### src/rtl/imm_load_pkg.sv
package imm_load_pkg;
  localparam int ADDR_W = 64;
  localparam int DATA_W = 64;
  localparam int IMM_W  = 12;
  localparam int SIMM_W = 9;
  localparam int WORD_W = DATA_W / 2;
  localparam int WORD_SHIFT  = 2;
  localparam int DWORD_SHIFT = 3;

  typedef enum logic [1:0] {
    AM_POST = 2'b00,
    AM_PRE  = 2'b01,
    AM_UOFF = 2'b10,
    AM_UOF2 = 2'b11
  } amode_e;

  typedef enum logic [1:0] {
    ST_IDLE = 2'b00,
    ST_REQ  = 2'b01,
    ST_WAIT = 2'b10,
    ST_FIN  = 2'b11
  } lstate_e;

  function automatic logic [ADDR_W-1:0] sext_simm(input logic [IMM_W-1:0] raw);
    logic [SIMM_W-1:0] s;
    s = raw[SIMM_W-1:0];
    return {{(ADDR_W-SIMM_W){s[SIMM_W-1]}}, s};
  endfunction

  function automatic logic [ADDR_W-1:0] scale_uimm(input logic [IMM_W-1:0] raw,
                                                   input logic dw);
    logic [ADDR_W-1:0] z;
    z = {{(ADDR_W-IMM_W){1'b0}}, raw};
    return dw ? (z << DWORD_SHIFT) : (z << WORD_SHIFT);
  endfunction

  function automatic logic [DATA_W-1:0] fit_load(input logic [DATA_W-1:0] d,
                                                 input logic dw);
    return dw ? d : {{(DATA_W-WORD_W){1'b0}}, d[WORD_W-1:0]};
  endfunction
endpackage

### src/rtl/imm_load_addr.sv
module imm_load_addr
  import imm_load_pkg::*;
(
  input  logic [1:0]        mode,
  input  logic              size_dw,
  input  logic [ADDR_W-1:0] base,
  input  logic [IMM_W-1:0]  imm,
  output logic [ADDR_W-1:0] ea,
  output logic [ADDR_W-1:0] wb_val,
  output logic              wb_flag
);
  logic [ADDR_W-1:0] moved_base;
  logic [ADDR_W-1:0] scaled_ea;

  assign moved_base = base + sext_simm(imm);
  assign scaled_ea  = base + scale_uimm(imm, size_dw);

  always_comb begin
    ea      = scaled_ea;
    wb_val  = base;
    wb_flag = 1'b0;
    case (amode_e'(mode))
      AM_POST: begin
        ea      = base;
        wb_val  = moved_base;
        wb_flag = 1'b1;
      end
      AM_PRE: begin
        ea      = moved_base;
        wb_val  = moved_base;
        wb_flag = 1'b1;
      end
      default: begin
        ea      = scaled_ea;
        wb_val  = base;
        wb_flag = 1'b0;
      end
    endcase
  end
endmodule

### src/rtl/imm_load_seq.sv
module imm_load_seq
  import imm_load_pkg::*;
(
  input  logic              clk,
  input  logic              rst_n,
  input  logic              start,
  input  logic              size_dw,
  input  logic [ADDR_W-1:0] ea,
  input  logic [ADDR_W-1:0] wb_val,
  input  logic              wb_flag,
  output logic              busy,
  output logic              mem_req_valid,
  input  logic              mem_req_ready,
  output logic [ADDR_W-1:0] mem_req_addr,
  output logic              mem_req_dw,
  input  logic              mem_rsp_valid,
  input  logic [DATA_W-1:0] mem_rsp_data,
  output logic              done,
  output logic              wb_en,
  output logic [ADDR_W-1:0] wb_data,
  output logic [DATA_W-1:0] result
);
  lstate_e           st_q;
  logic [ADDR_W-1:0] ea_q;
  logic [ADDR_W-1:0] wbv_q;
  logic              wbf_q;
  logic              dw_q;
  logic [DATA_W-1:0] res_q;

  logic start_accept;
  logic req_fire;
  logic rsp_take;

  assign start_accept = start && (st_q == ST_IDLE);
  assign req_fire     = (st_q == ST_REQ) && mem_req_ready;
  assign rsp_take     = (st_q == ST_WAIT) && mem_rsp_valid;

  always_ff @(posedge clk) begin
    if (!rst_n) begin
      st_q  <= ST_IDLE;
      ea_q  <= '0;
      wbv_q <= '0;
      wbf_q <= 1'b0;
      dw_q  <= 1'b0;
      res_q <= '0;
    end else begin
      case (st_q)
        ST_IDLE: if (start_accept) begin
          st_q  <= ST_REQ;
          ea_q  <= ea;
          wbv_q <= wb_val;
          wbf_q <= wb_flag;
          dw_q  <= size_dw;
        end
        ST_REQ:  if (req_fire) st_q <= ST_WAIT;
        ST_WAIT: if (rsp_take) begin
          st_q  <= ST_FIN;
          res_q <= fit_load(mem_rsp_data, dw_q);
        end
        default: st_q <= ST_IDLE;
      endcase
    end
  end

  assign busy          = (st_q != ST_IDLE);
  assign mem_req_valid = (st_q == ST_REQ);
  assign mem_req_addr  = ea_q;
  assign mem_req_dw    = dw_q;
  assign done          = (st_q == ST_FIN);
  assign wb_en         = done && wbf_q;
  assign wb_data       = wbv_q;
  assign result        = res_q;


  req_hold_chk: assert property (@(posedge clk) disable iff (!rst_n)
    (mem_req_valid && !mem_req_ready) |=> (mem_req_valid && $stable(mem_req_addr)));


  req_after_start_chk: assert property (@(posedge clk) disable iff (!rst_n)
    (start && !busy) |=> mem_req_valid);


  done_pulse_chk: assert property (@(posedge clk) disable iff (!rst_n)
    done |=> !done);


  wb_only_done_chk: assert property (@(posedge clk) disable iff (!rst_n)
    wb_en |-> done);


  done_follows_rsp_chk: assert property (@(posedge clk) disable iff (!rst_n)
    $rose(done) |-> $past(mem_rsp_valid));


  word_zext_chk: assert property (@(posedge clk) disable iff (!rst_n)
    (done && !mem_req_dw) |-> (result[DATA_W-1:WORD_W] == '0));


  busy_start_chk: assert property (@(posedge clk) disable iff (!rst_n)
    (busy && !done) |=> busy);
endmodule

### src/rtl/imm_load_agu.sv
module imm_load_agu
  import imm_load_pkg::*;
(
  input  logic              clk,
  input  logic              rst_n,
  input  logic              start,
  input  logic [1:0]        mode,
  input  logic              size_dw,
  input  logic [ADDR_W-1:0] base,
  input  logic [IMM_W-1:0]  imm,
  output logic              busy,
  output logic              mem_req_valid,
  input  logic              mem_req_ready,
  output logic [ADDR_W-1:0] mem_req_addr,
  output logic              mem_req_dw,
  input  logic              mem_rsp_valid,
  input  logic [DATA_W-1:0] mem_rsp_data,
  output logic              done,
  output logic              wb_en,
  output logic [ADDR_W-1:0] wb_data,
  output logic [DATA_W-1:0] result
);
  logic [ADDR_W-1:0] ea_w;
  logic [ADDR_W-1:0] wbv_w;
  logic              wbf_w;

  imm_load_addr u_addr (
    .mode    (mode),
    .size_dw (size_dw),
    .base    (base),
    .imm     (imm),
    .ea      (ea_w),
    .wb_val  (wbv_w),
    .wb_flag (wbf_w)
  );

  imm_load_seq u_seq (
    .clk           (clk),
    .rst_n         (rst_n),
    .start         (start),
    .size_dw       (size_dw),
    .ea            (ea_w),
    .wb_val        (wbv_w),
    .wb_flag       (wbf_w),
    .busy          (busy),
    .mem_req_valid (mem_req_valid),
    .mem_req_ready (mem_req_ready),
    .mem_req_addr  (mem_req_addr),
    .mem_req_dw    (mem_req_dw),
    .mem_rsp_valid (mem_rsp_valid),
    .mem_rsp_data  (mem_rsp_data),
    .done          (done),
    .wb_en         (wb_en),
    .wb_data       (wb_data),
    .result        (result)
  );


  uoff_no_wb_chk: assert property (@(posedge clk) disable iff (!rst_n)
    (start && !busy && mode[1]) |-> !wbf_w);
endmodule

### config.mk
export PLATFORM = sky130hd
export DESIGN_NAME = imm_load_agu
export DESIGN_NICKNAME = d
export VERILOG_FILES = /design/src/rtl/imm_load_pkg.sv /design/src/rtl/imm_load_addr.sv /design/src/rtl/imm_load_seq.sv /design/src/rtl/imm_load_agu.sv
export SDC_FILE = /design/constraint.sdc
export NUM_CORES = 1
export LEC_CHECK = 0
export ABC_AREA = 0
export BUFFER_PORTS_ARGS = -buffer_cell sky130_fd_sc_hd__buf_2
export CAP_MARGIN = 20
export CORE_MARGIN = 4
export CORE_UTILIZATION = 49
export CTS_CLUSTER_DIAMETER = 100
export DETAILED_ROUTE_END_ITERATION = 10
export HOLD_SLACK_MARGIN = 0.15
export PLACE_DENSITY_LB_ADDON = 0.25
export SETUP_SLACK_MARGIN = 0.4
export SLEW_MARGIN = 10
export SYNTH_ARGS = -nofsm -noshare
export SYNTH_HDL_FRONTEND = slang
export SYNTH_SLANG_ARGS = --single-unit
export TNS_END_PERCENT = 5
### constraint.sdc
create_clock -name clk -period 5.15 [get_ports clk]
set_input_delay 0.515 -clock clk [delete_from_list [all_inputs] [get_ports clk]]
set_output_delay 0.515 -clock clk [all_outputs]
set_load 0.01 [all_outputs]
==> results of run 1 <==
-- final cells by class --
type	count	share of cell area, %
Clock inverter	15	1.32
Timing Repair Buffer	366	11.6
Tap cell	378	2.84
Inverter	39	0.895
Sequential cell	196	23.6
Multi-Input combinational cell	1566	57.2
Clock buffer	17	2.56
-- kinds of logic (layout without fill, tap and decap cells) --
kind of cell             after synthesis  after routing
buffers and inverters                175            437
XOR/XNOR                              60             60
AND/OR/NAND/NOR                      721            721
flip-flops                           196            196
multiplexers                          42             42
adder cells (fa/ha/maj)               82             82
AO/OA/AOI/OAI                        661            661
-- layer usage --
layer,vias to the layer above,wire [µm],GRT usage (%)
met4,0,2430,13.8
met5,-,0,0
li1,7577,-,-
met1,7407,23100,44.9
met3,132,5070,4.96
met2,816,26000,55.9
-- final timing paths --
check,start,end,slack (ps),cells past startpoint
hold / removal,mem_rsp_data[5],u_seq.result[5],290,3
setup reg to reg,u_seq.st_q[0],u_seq.mem_req_addr[46],2050,8
setup / recovery,imm[8],u_seq.wb_data[63],1270,13
hold reg to reg,u_seq.result[59],u_seq.result[59],450,2
-- through the flow --
| step | hold WS (ps) | area, µm² | utilization, % | setup slack [ps] | cells |
|---|---|---|---|---|---|
| after floorplan | 448 | 14100 | - | 1440 | 1937 |
| after global routing | 279 | 16600 | 59.2 | 1010 | 2577 |
| after detailed placement | 441 | 15900 | 56.8 | 895 | 2543 |
| after global placement | 431 | 15900 | 56.8 | 972 | 2542 |
| after CTS | 274 | 16600 | 59.1 | 1360 | 2575 |
| final | 287 | 16600 | 59.2 | 1270 | 2577 |
-- worst min-delay path: stages --
cell     delay [ps]
buf_2            90
nand2_1          40
a21oi_1          50
-- synthesized netlist by cell type, types with 37 or more instances --
cell / instances / area, µm²
nand2_1: 304 / 1140
nand3_1: 77 / 385
dfxtp_1: 196 / 3920
nor3_1: 45 / 225
ha_1: 80 / 1000
xnor2_1: 44 / 385
nor2_1: 150 / 563
a21oi_1: 227 / 1140
inv_1: 37 / 139
a21o_1: 51 / 383
o21ai_0: 131 / 656
clkbuf_1: 117 / 439
-- state kept, by name, summed over array words and instances, names as in the netlist --
name                count
u_seq.mem_req_addr     64
u_seq.st_q              2
u_seq.wb_data          64
u_seq.wbf_q             1
u_seq.result           64
u_seq.mem_req_dw        1
-- power groups by stage --
stage               clock, W  sequential, W  combinational (W)
finish               0.00149        0.00203            0.00248
floorplan                  0        0.00217            0.00137
global route         0.00157        0.00206            0.00269
CTS                  0.00150        0.00203            0.00244
detailed placement         0        0.00206            0.00243
global placement           0        0.00205            0.00240
==> flow_summary_export.csv, run 1 <==
group,metric,value,unit
detailed_routing,drc,0,
floorplan,die_w,178,µm
synth,async_reset_ff_share,0,%
worst_setup_path,cpPeakStageDelay,550,ps
clocking,clk_path_buf_depth,2,
power_and_ir_drop,power.switching,0.00258,W
power_and_ir_drop,internal-power,0.00341,W
clocking,clk_pin_slew_worst_paths,90,ps
timing,drv_slew,0,
power_and_ir_drop,powerDensity,360,nW/µm²
timing,clock.fmax,258,MHz
finish,final_common_cell,"buf_2",
power_and_ir_drop,finalPower,0.00599,W
timing,post-route-period-util,75.3,%
synth,ys_seq_area_share,27.8,%
synth,yosys_warnings,0,
synth,synthMuxAreaShare,3.12,%
global_route,grt_pass1_wl,84100,µm
synth,synth_xor_area_share,3.73,%
worst_setup_path,critical_path_required,5540,ps
placed_design,hpwl,43100,µm
timing,skew,17.4,ps
power_and_ir_drop,power_leakage,7.32,nW
synth,synth_fa_ha_area_share,7.39,%
timing,setup_tns,0,ps
floorplan,design.die.area,31500,µm²
global_route,grt_overflow,0,
worst_setup_path,end_kind,"flop",
detailed_routing,dr.pass1.iters,6,
synth,synth_compound_area_share,29.9,%
synth,syn_area,14100,µm²
worst_setup_path,cp_common_cell,"a21oi_1",
synth,synth_top_family_by_area,"compound AO/OA/AOI/OAI gates",
detailed_routing,dr_total_vias,15900,
power_and_ir_drop,vdd_ir_drop_max,250,µV
worst_setup_path,startpoint_type,"input port",
synth,synth_cell_types,81,
finish,layout_common_cells,"buf_2 (344), nand2_1 (302), a21oi_1 (227)",
power_and_ir_drop,power_frac_comb,41.3,%
finish,multi_input_area,9520,µm²
floorplan,row_count,61,
detailed_routing,routed_wl,56600,µm
finish,drive_gt1_share,20.5,%
finish,final.fill_count,2762,
timing,worstMarginPinSlew,1060,ps
clocking,cts_resized,0,
timing,min_period,3880,ps
synth,syn_nets,2167,
power_and_ir_drop,swShare,43.1,%
timing,relSlewSlack,29.2,%
timing,rsz0062_at_grt,"false",
clocking,tritoncts,"built",
finish,synthToLayoutAreaGrowth,18.0,%
worst_setup_path,crit_family,"compound AO/OA/AOI/OAI gates",
synth,synth-seq-cells,196,
clocking,cts.sinks,196,
clocking,clock_latency,450,ps
finish,final-seq-area,3920,µm²
detailed_routing,via_per_inst,6.18,
clocking,hold_buffers,0,
worst_hold_path,hp-class,"in -> reg",
job,cap_violations,0,
detailed_routing,antenna_left,0,
floorplan,die_h,178,µm
clocking,cts_max_level,4,
outcome,outcome,"complete, no violations",
placed_design,gp_congestion,1.01,
clocking,root_buffer,"clkbuf_16",
global_route,antenna_found_initial,0,
synth,syn_inst,1937,
global_route,first_global_vias,14600,
worst_setup_path,crit_buf_inv,2,
synth,ys.flop_type,"dfxtp_1",
timing,hold_viol,0,
detailed_routing,wl_per_cell,22.0,µm
floorplan,ios,345,
synth,avgSynthCellArea,7.28,µm²
finish,antenna_cells,0,
clocking,cts_made_buffers,17,
floorplan,core_region_area,28100,µm²
worst_setup_path,cp_slowest_cell,"buf_2",
global_route,grt.total_usage,34.0,%
detailed_routing,drt_iter0_markers,1553,
worst_setup_path,crit_path_cell_trace,"buf_2, buf_4, ha_1, a21oi_1, o21ai_0, a21oi_1, o21ai_1, a221o_1, a21oi_1, o21ai_0, or3_1, a211oi_1, nand3b_1",
timing,setup_violations,0,
power_and_ir_drop,p_seq_share,33.8,%
power_and_ir_drop,clkPwrFrac,24.8,%
synth,synth_edf_count,0,
synth,synthSimpleGateAreaFrac,23.3,%
floorplan,start_util,50.2,%
placed_design,port_buffers,344,
worst_setup_path,worst-setup-path-type,"in -> reg",
worst_setup_path,arrival,4270,ps
clocking,post_cts_buffers,0,
finish,final_nets,2416,
global_route,grt_max_degree,164,
worst_setup_path,cp_max_fo,31,
(Power assumes the default switching activity.)
==> run 2: changes to the inputs <==
clock period = 3.1 ns   (was 5.15 ns; I/O delays follow)
==> flow_summary_export.csv, run 2 (synthesis gave the netlist of run 1 again) <==
group,metric,value,unit
detailed_routing,antenna_left,0,
global_route,first_global_vias,18100,
finish,final_nets,2869,
finish,drive_gt1_share,34.3,%
detailed_routing,dr_total_vias,18700,
worst_hold_path,hp-class,"in -> reg",
timing,setup_violations,0,
detailed_routing,dr.pass1.iters,8,
clocking,cts_max_level,4,
finish,synthToLayoutAreaGrowth,48.3,%
detailed_routing,drc,0,
floorplan,start_util,50.2,%
worst_setup_path,critical_path_required,3490,ps
worst_setup_path,crit_path_cell_trace,"buf_12, ha_4, inv_2, fa_2, nor2b_2, o211ai_1, buf_4, a2111o_1, a21oi_4, o211ai_1, a31oi_2, buf_4, buf_4, a21oi_2, xnor2_1, nand3_1, o21ai_0",
detailed_routing,drt_iter0_markers,2014,
worst_setup_path,cp_common_cell,"buf_4",
timing,hold_viol,0,
power_and_ir_drop,vdd_ir_drop_max,409,µV
floorplan,die_h,178,µm
placed_design,hpwl,48200,µm
timing,skew,11.0,ps
worst_setup_path,arrival,3320,ps
global_route,antenna_found_initial,2,
worst_setup_path,cp_max_fo,4,
worst_setup_path,cp_slowest_cell,"a2111o_1",
floorplan,die_w,178,µm
timing,post-route-period-util,94.4,%
clocking,root_buffer,"clkbuf_16",
clocking,cts_made_buffers,17,
timing,relSlewSlack,37.5,%
global_route,grt_pass1_wl,102000,µm
detailed_routing,via_per_inst,6.16,
global_route,grt_overflow,0,
clocking,tritoncts,"built",
placed_design,gp_congestion,1.01,
detailed_routing,routed_wl,67600,µm
clocking,clk_pin_slew_worst_paths,90,ps
finish,multi_input_area,10000,µm²
placed_design,port_buffers,344,
global_route,grt_max_degree,85,
worst_setup_path,cpPeakStageDelay,460,ps
finish,final.fill_count,2181,
placed_design,place_area,19000,µm²
worst_setup_path,end_kind,"flop",
power_and_ir_drop,powerDensity,532,nW/µm²
global_route,grt.total_usage,41.0,%
timing,drv_slew,0,
timing,clock.fmax,342,MHz
floorplan,core_region_area,28100,µm²
detailed_routing,wl_per_cell,22.3,µm
finish,final_area,20900,µm²
clocking,clock_latency,460,ps
placed_design,dp.cells,2917,
clocking,clk_path_buf_depth,2,
power_and_ir_drop,power_leakage,9.63,nW
timing,finalHoldWorstSlack,163,ps
job,cap_violations,0,
timing,worstMarginPinSlew,937,ps
finish,final-seq-area,3920,µm²
floorplan,ios,345,
finish,final_cells,3031,
clocking,cts.sinks,196,
timing,min_period,2930,ps
floorplan,design.die.area,31500,µm²
worst_setup_path,startpoint_type,"input port",
worst_setup_path,worst-setup-path-type,"in -> reg",
finish,layout_common_cells,"buf_4 (393), buf_2 (339), nand2_1 (299)",
finish,final_common_cell,"buf_4",
timing,rsz0062_at_grt,"true",
outcome,outcome,"complete, no violations",
floorplan,row_count,61,
## run 2: cell types whose count changed in the layout (fill, tap and decap cells not counted), sizes merged
cell	before	now
dlygate4sd3	0	61
diode	0	1
bufbuf	0	1
buf	366	757
## run 2: critical path, delay by kind of cell
family / cells / cell delay [ps]
adder cells (fa/ha/maj): 2 / 530
buffers and inverters: 5 / 640
AND/OR/NAND/NOR: 2 / 230
AO/OA/AOI/OAI: 7 / 1370
XOR/XNOR: 1 / 220
## run 2: power breakdown
group	internal (W)	switching, W
clock network	0.00117	0.00143
logic	0.00211	0.00299
registers	0.00305	0.000357
total	0.00633	0.00478
## run 2: path summary, 6_finish.rpt
path         cells past startpoint  slack [ps]              from                endpoint
max                             17         170           base[0]       u_seq.wb_data[52]
min                              3         160  mem_rsp_data[46]        u_seq.result[46]
max reg2reg                      7         930     u_seq.st_q[0]  u_seq.mem_req_addr[46]
min reg2reg                      2         450  u_seq.result[50]        u_seq.result[50]
## run 2: cell type report
type,count,share of cell area [%]
timing repair buffer,819,27.1
sequential,196,18.8
tap,378,2.26
antenna,1,0.0120
multi-input combinational,1566,48.0
clock buffer,17,2.04
clock inverter,15,1.14
inverter,39,0.712
## run 2: repair_timing
| item | CTS | global route |
|---|---|---|
| cloned | 1 | 0 |
| setup endpoints to repair | 81 | 93 |
| resized for setup | 77 | 27 |
| hold endpoints to repair | 61 | 0 |
| pin swaps | 41 | 16 |
| hold buffers | 61 | 0 |
| setup buffers | 12 | 7 |
## run 2: stage by stage
step	setup TNS (ps)	util (%)	worst slack, ps	power (W)
after floorplan	0	-	196	0.00592
after global placement	-20770	67.5	-486	0.00808
after detailed placement	-24980	67.5	-563	0.00815
after CTS	0	73.8	259	0.0109
after global routing	0	74.4	64.4	0.0116
final	0	74.4	175	0.0111
## run 2: layer usage
layer / vias to the layer above / share of wire, % / GRT usage (%)
li1: 8488 / - / -
met1: 8744 / 38 / 49.4
met2: 1159 / 46 / 68.1
met3: 282 / 9.7 / 8.82
met4: 2 / 6.2 / 22.7
met5: - / 0.024 / 0
